## src/rtl/i2c_spd_pkg.sv

```systemverilog
package i2c_spd_pkg;

    localparam int BYTE_BITS = 8;
    localparam logic [4:0] MCODE_PREFIX = 5'b00001;

    typedef enum logic [1:0] {
        CAP_IDLE  = 2'd0,
        CAP_SHIFT = 2'd1,
        CAP_DONE  = 2'd2
    } cap_state_e;

    typedef struct packed {
        logic start;
        logic stop;
        logic scl_rise;
    } bus_event_t;

    function automatic logic is_master_code(input logic [BYTE_BITS-1:0] b);
        return (b[BYTE_BITS-1 -: 5] == MCODE_PREFIX);
    endfunction

endpackage

```

## src/rtl/i2c_line_filter.sv

```systemverilog
module i2c_line_filter #(
    parameter int CW = 4
) (
    input  logic          clk,
    input  logic          rst,
    input  logic          raw,
    input  logic [CW-1:0] thr,
    output logic          filt
);
    logic          sync1, sync2;
    logic [CW-1:0] cnt;

    always_ff @(posedge clk) begin
        if (rst) begin
            sync1 <= 1'b1;
            sync2 <= 1'b1;
        end else begin
            sync1 <= raw;
            sync2 <= sync1;
        end
    end

    always_ff @(posedge clk) begin
        if (rst) begin
            filt <= 1'b1;
            cnt  <= '0;
        end else if (sync2 == filt) begin
            cnt <= '0;
        end else if (cnt >= thr - 1'b1) begin
            filt <= sync2;
            cnt  <= '0;
        end else begin
            cnt <= cnt + 1'b1;
        end
    end
endmodule

```

## src/rtl/i2c_cond_detect.sv

```systemverilog
module i2c_cond_detect
    import i2c_spd_pkg::*;
(
    input  logic       clk,
    input  logic       rst,
    input  logic       scl_f,
    input  logic       sda_f,
    output bus_event_t ev
);
    logic scl_q, sda_q;

    always_ff @(posedge clk) begin
        if (rst) begin
            scl_q <= 1'b1;
            sda_q <= 1'b1;
        end else begin
            scl_q <= scl_f;
            sda_q <= sda_f;
        end
    end

    always_comb begin
        ev.start    = scl_f & scl_q & sda_q & ~sda_f;
        ev.stop     = scl_f & scl_q & ~sda_q & sda_f;
        ev.scl_rise = scl_f & ~scl_q;
    end
endmodule

```

## src/rtl/i2c_mode_ctrl.sv

```systemverilog
module i2c_mode_ctrl
    import i2c_spd_pkg::*;
(
    input  logic       clk,
    input  logic       rst,
    input  bus_event_t ev,
    input  logic       sda_f,
    output logic       hs_mode
);
    localparam int BCW = $clog2(BYTE_BITS);

    cap_state_e           state;
    logic [BCW-1:0]       bit_cnt;
    logic [BYTE_BITS-1:0] shreg;
    logic [BYTE_BITS-1:0] shreg_nxt;

    assign shreg_nxt = {shreg[BYTE_BITS-2:0], sda_f};

    always_ff @(posedge clk) begin
        if (rst) begin
            state   <= CAP_IDLE;
            bit_cnt <= '0;
            shreg   <= '0;
            hs_mode <= 1'b0;
        end else if (ev.stop) begin
            state   <= CAP_IDLE;
            hs_mode <= 1'b0;
        end else if (ev.start) begin
            state   <= CAP_SHIFT;
            bit_cnt <= '0;
        end else if (state == CAP_SHIFT && ev.scl_rise) begin
            shreg   <= shreg_nxt;
            bit_cnt <= bit_cnt + 1'b1;
            if (bit_cnt == BCW'(BYTE_BITS - 1)) begin
                state <= CAP_DONE;
                if (is_master_code(shreg_nxt))
                    hs_mode <= 1'b1;
            end
        end
    end
endmodule

```

## src/rtl/i2c_speed_tracker.sv

```systemverilog
module i2c_speed_tracker
    import i2c_spd_pkg::*;
#(
    parameter int FS_FILT_CYC = 10,
    parameter int HS_FILT_CYC = 2
) (
    input  logic clk,
    input  logic rst,
    input  logic scl_in,
    input  logic sda_in,
    output logic scl_filt,
    output logic sda_filt,
    output logic start_pulse,
    output logic stop_pulse,
    output logic hs_mode
);
    localparam int MAXW  = (FS_FILT_CYC > HS_FILT_CYC) ? FS_FILT_CYC : HS_FILT_CYC;
    localparam int CW    = $clog2(MAXW + 1);
    localparam int NLINE = 2;

    logic [CW-1:0]    thr;
    logic [NLINE-1:0] raw_v;
    logic [NLINE-1:0] filt_v;
    bus_event_t       ev;

    assign thr   = hs_mode ? CW'(HS_FILT_CYC) : CW'(FS_FILT_CYC);
    assign raw_v = {scl_in, sda_in};

    for (genvar i = 0; i < NLINE; i++) begin : g_line
        i2c_line_filter #(.CW(CW)) u_flt (
            .clk (clk),
            .rst (rst),
            .raw (raw_v[i]),
            .thr (thr),
            .filt(filt_v[i])
        );
    end

    assign scl_filt = filt_v[1];
    assign sda_filt = filt_v[0];

    i2c_cond_detect u_cond (
        .clk  (clk),
        .rst  (rst),
        .scl_f(scl_filt),
        .sda_f(sda_filt),
        .ev   (ev)
    );

    i2c_mode_ctrl u_mode (
        .clk    (clk),
        .rst    (rst),
        .ev     (ev),
        .sda_f  (sda_filt),
        .hs_mode(hs_mode)
    );

    assign start_pulse = ev.start;
    assign stop_pulse  = ev.stop;
endmodule

```

## config.mk

```make
export PLATFORM = sky130hd
export DESIGN_NAME = i2c_speed_tracker
export DESIGN_NICKNAME = d
export VERILOG_FILES = /design/src/rtl/i2c_spd_pkg.sv /design/src/rtl/i2c_line_filter.sv /design/src/rtl/i2c_cond_detect.sv /design/src/rtl/i2c_mode_ctrl.sv /design/src/rtl/i2c_speed_tracker.sv
export SDC_FILE = /design/constraint.sdc
export NUM_CORES = 1
export LEC_CHECK = 0
export BUFFER_PORTS_ARGS = -buffer_cell sky130_fd_sc_hd__buf_2
export CAP_MARGIN = 20
export CORE_AREA = 5 5 51 62
export CTS_CLUSTER_SIZE = 12
export DETAILED_ROUTE_END_ITERATION = 10
export DIE_AREA = 0 0 56 67
export GPL_TIMING_DRIVEN = 0
export PLACE_DENSITY = 0.64
export SKIP_CTS_REPAIR_TIMING = 1
export SLEW_MARGIN = 30
export SYNTH_ARGS = -nofsm -noshare
export SYNTH_HDL_FRONTEND = slang
export SYNTH_SLANG_ARGS = --single-unit
```

## constraint.sdc

```tcl
create_clock -name clk -period 4 [get_ports clk]
set_input_delay 0.8 -clock clk [delete_from_list [all_inputs] [get_ports clk]]
set_output_delay 0.8 -clock clk [all_outputs]
set_load 0.01 [all_outputs]
```

Yosys cells after proc, flatten, opt, wreduce, memory -nomap -nowiden
Cells that the tools add are included.
{ "op_classes": {"n_addsub": 4, "magnitude_cmp": 2, "n_eq_ne": 5, "bitwise": 13, "reduce_logical": 14, "n_mux": 6} }
{ "ops": {"columns": ["operator", "n"], "rows": [
  ["AND reduction 2 bit", 5],
  ["OR reduction 3 bit", 3],
  ["adder 4 x 1 -> 4 bit (second input constant)", 2],
  ["greater-or-equal comparator 4 bit", 2],
  ["NOT 1 bit", 7],
  ["AND 1 bit", 6],
  ["2-to-1 mux 3 bit", 2],
  ["== test 5 x 1 -> 1 bit (second input constant)", 1],
  ["2-to-1 mux 4 bit", 1],
  ["AND reduction 4 bit", 1],
  ["nonzero test 2 bit", 2],
  ["subtractor 4 x 1 -> 4 bit (second input constant)", 1],
  ["adder 3 x 1 -> 3 bit (second input constant)", 1],
  ["== test 3 bit (second input constant)", 1],
  ["2-to-1 mux 1 bit", 3],
  ["AND reduction 3 bit", 1],
  ["== test 1 bit", 2],
  ["== test 2 x 1 -> 1 bit (second input constant)", 1],
  ["OR reduction 2 bit", 1],
  ["logical AND 1 bit", 1]
]} }
{ "word_totals": {"out_inout_bits": 5, "register_bits": 29, "input_bits": 4, "elab_cells": 59} }

Depth between registers and ports, before layout
{ "logic_depth": {"ltp_word": 5, "ltp_mapped": 5, "mapped_depth_nobuf": 5} }

Modules after synthesis
Synthesis repeated with hierarchy kept, for this count alone.
{ "hier_totals": {"hier_cells": 141, "area_unflattened_um2": 1388.8} }
{ "by_module_without_submodules": {"columns": ["mod", "cells_per_inst", "instances", "area_each_um2", "seq_area_each_um2"], "rows": [
  ["i2c_line_filter", 38, 2, 366.6, 140.1],
  ["i2c_mode_ctrl", 55, 1, 565.5, 260.2],
  ["i2c_cond_detect", 7, 1, 78.8, 40.0],
  ["i2c_speed_tracker", 3, 1, 11.3, 0.0]
]} }

Least setup slack after synthesis
No wires, ideal clock.
{ "synth_timing": {"path_kind": "reg2out", "from": "register g_line[1].u_flt.filt", "to": "output port stop_pulse", "stages_incl_launch_ff": 3, "path_slack_ps": 2342, "arrival_ps": 858, "path_buffers": 0, "required_ps": 3200, "cell_sequence": "dfxtp_1 nand2_1 nor3b_1"} }
{ "synth_between": {"elab_chain_len": 3} }
{ "synth_rtl": {"columns": ["element", "line", "text"], "rows": [
  ["start, declared", "i2c_line_filter.sv:8", "output logic filt"],
  ["start signal, assigned", "i2c_line_filter.sv:30", "filt <= sync2;"],
  ["AND 1 bit (3 in a row)", "i2c_cond_detect.sv:24", "ev.stop = scl_f & scl_q & ~sda_q & sda_f;"],
  ["end, declared", "i2c_speed_tracker.sv:14", "output logic stop_pulse,"]
]} }
Every way passes these cells.

Worst setup path in the final report
{ "layout_timing": {"from": "register g_line[1].u_flt.filt", "to": "output port start_pulse"} }
{ "layout_between": {"elab_chain_len": 3} }
{ "layout_rtl": {"columns": ["element", "line", "text"], "rows": [
  ["AND 1 bit (3 in a row)", "i2c_cond_detect.sv:23", "ev.start = scl_f & scl_q & sda_q & ~sda_f;"],
  ["end, declared", "i2c_speed_tracker.sv:13", "output logic start_pulse,"]
]} }
Every way passes these cells.

==> results_dict.tcl <==
set metrics [dict create \
    slowest_delay_ps 480 \
    slowest_stage "dfxtp_1" \
    worstHoldPathCells 1 \
    via_per_inst 4.933 \
    gr-usage-met1_pct 12.96 \
    firstDrtPassIters 4 \
    tightest_slew_ps 444.6 \
    grt_setup_unrepaired "no" \
    grt_use_total_pct 12.66 \
    cts_tree "built" \
    die_h_um 67 \
    grt_use_met3_pct 4.457 \
    synthCells 130 \
    r2r-end "g_line[0].u_flt.cnt[2]" \
    final_util_pct 53.74 \
    gp_congestion 0.7232 \
    clk_latency_ps 320 \
    rrSetupSlack_ps 2350 \
    grt_start_max_net_pins 11 \
    cts-root-buf "clkbuf_4" \
    hold_path.startpoint "g_line[0].u_flt.sync1" \
    r2r-start "g_line[0].u_flt.cnt[1]" \
    ys_seq_area_share_pct 48.43 \
    power.internal_mw 0.3627 \
    syn_area_per_cell_um2 9.220 \
    pwr-share-comb_pct 2.4 \
    cp_max_fo 8 \
    worstPathRequired_ps 3200 \
    syn2layout_area_growth_pct 11.06 \
    yosysWarnings 0 \
    grt-ovfl-total 0 \
    p_per_area_nw_per_um2 351.8 \
    dpl.hpwl_mm 1.441 \
    start_kind "flip-flop" \
    numClockSinks 29 \
    status "completed" \
    finClkSkew_ps 7.487 \
    grtUsageMet2_pct 20.61 \
    seq_power_share_pct 62.4 \
    ioPinCount 9 \
    p_sw_mw 0.1056 \
    crit_chain "nand4b_1 -> inv_1 -> buf_2" \
    tns_ps 0 \
    core_area_um2 2477 \
    vdd_drop_max_v 0.0002620 \
    synth.cell_area_um2 1199 \
    start_util_pct 48.38 \
    setup_viol 0 \
    max_cap_violations 0 \
    antenna_left 0 \
    cts.clk_slew.worst_paths_ps 80 \
    switching_share_pct 22.56 \
    power.total_mw 0.4683 \
    grt_pass1_vias 832 \
    reg2reg_depth 5 \
    wl_mm 1.962 \
    clockBufferDepth 2 \
    drt-initial-drc-count 12 \
    hold_ws_ps 413.4 \
    grt_pass1_wl_mm 3.484 \
    ys_types 24 \
    via_count 883 \
    die-area_um2 3752 \
    endpoint_kind "output pin" \
    top_usage_layer "met2" \
    path_class "flip-flop to output pin" \
    die_w_um 56 \
    maxSlewViolCount 0 \
    ys_ff_latch 29 \
    p_leak_nw 0.5620 \
    p_clk_share_pct 35.2 \
    syn_nets 144 \
    drive_gt1_share_pct 10.96 \
    rows 20 \
    min_delay_worst_endpoint "g_line[0].u_flt.sync2" \
    cts_buffers 5 \
    arrival_ps 1390 \
    portBuffers 8 \
    htreeDepth 2 \
    hold_violations 0 \
    nNetsFinal 159 \
    max_slew_margin_pct 70.36 \
    finalCritPeriodShare_pct 54.85 \
    period_needed_ps 2194 \
    wire_per_inst_um 10.96 \
    post-route-drc-count 0 \
    antenna_found_initial 0 \
    antenna-diode-count 0 \
    hp-class "flip-flop to flip-flop" \
    fmax_mhz 455.8 \
]
[cells in the final DEF, fill, tap and decap left out]
cell type,n
mux2i_1,2
nand4b_1,1
inv_1,11
nor2_1,13
buf_2,9
ha_1,10
nand3_1,5
a21oi_1,14
clkbuf_1,4
a41o_1,1
and4bb_1,1
a41oi_1,1
o21ai_1,1
xnor2_1,4
or2_1,4
clkinv_2,2
nand2b_1,1
a2111o_1,2
or3b_1,2
dfxtp_1,29
nor3b_1,3
clkbuf_4,5
nand4bb_1,1
nand2_1,17
nor3_1,1
xor2_1,2
[how the worst max path moves through the flow]
stage | from | end | slack [ps] | depth (start not counted)
after global placement | g_line[1].u_flt.filt | start_pulse | 2160 | 3
after CTS | g_line[1].u_flt.filt | start_pulse | 1790 | 3
after floorplan | g_line[1].u_flt.filt | stop_pulse | 2340 | 2
final | g_line[1].u_flt.filt | start_pulse | 1810 | 3
after detailed placement | rst | u_mode.bit_cnt[1] | 2150 | 4
after global routing | g_line[1].u_flt.filt | start_pulse | 1700 | 3
[power groups by stage]
stage	registers [mW]	logic [mW]	clock network [mW]
finish	0.292	0.0113	0.165
global route	0.293	0.0133	0.189
detailed placement	0.299	0.0115	0
floorplan	0.299	0.00791	0
CTS	0.292	0.0116	0.173
global placement	0.299	0.0112	0
[kinds of logic (layout without fill, tap and decap cells)]
group / count (synthesis) / after routing / share of synthesized area (%)
XOR/XNOR: 6 / 6 / 4.384
adder cells (fa/ha/maj): 10 / 10 / 10.44
AND/OR/NAND/NOR: 49 / 49 / 20.56
multiplexers: 2 / 2 / 1.670
buffers and inverters: 15 / 31 / 4.801
AO/OA/AOI/OAI: 19 / 19 / 9.708
flip-flops: 29 / 29 / 48.43
[routing by layer]
layer  wire length, um  vias up
met1               877      400
met5                 0        -
met4                69        0
met3                95        8
met2               919       16
li1                  -      459
[final cells by class]
cell class	count	area, um2
buffer	4	16.27
inverter	11	41.29
clock inverter	2	10.01
sequential	29	580.6
tap	33	41.29
clock buffer	6	41.29
multi-input combinational	86	560.5
fill	243	1146
timing repair buffer	8	40.04
[flip-flops by register name, indices dropped and copies added (netlist names), 2 cells and up]
name	count
u_mode.state	2
g_line.u_flt.sync2	2
u_mode.bit_cnt	3
g_line.u_flt.filt	2
g_line.u_flt.cnt	8
u_mode.shreg	7
g_line.u_flt.sync1	2
[critical path: cells and delay by family (launching register included)]
kind | cells | cell delay (ps)
flops | 1 | 480
buf+inv | 2 | 290
simple gates | 1 | 300
[synthesized netlist by cell type]
cell        n  area, um2
dfxtp_1    29      580.6
nand2_1    17      63.81
a21oi_1    14      70.07
nor2_1     13      48.80
inv_1      11      41.29
ha_1       10      125.1
nand3_1     5      25.02
or2_1       4      25.02
xnor2_1     4      35.03
clkbuf_1    3      11.26
nor3b_1     3      22.52
a2111o_1    2      22.52
mux2i_1     2      20.02
or3b_1      2      17.52
xor2_1      2      17.52
a41o_1      1      10.01
a41oi_1     1      8.760
and4bb_1    1      12.51
buf_2       1      5.000
nand2b_1    1      6.260
nand4b_1    1      8.760
nand4bb_1   1      11.26
nor3_1      1      5.000
o21ai_1     1      5.000
[stage by stage]
stage / worst slack, ps / std cells / instance area [um2]
after floorplan: 2342 / 130 / 1199
after global placement: 2155 / 171 / 1280
after detailed placement: 2154 / 171 / 1280
after CTS: 1790 / 179 / 1331
after global routing: 1700 / 179 / 1331
final: 1806 / 179 / 1331
(Power assumes the default switching activity.)
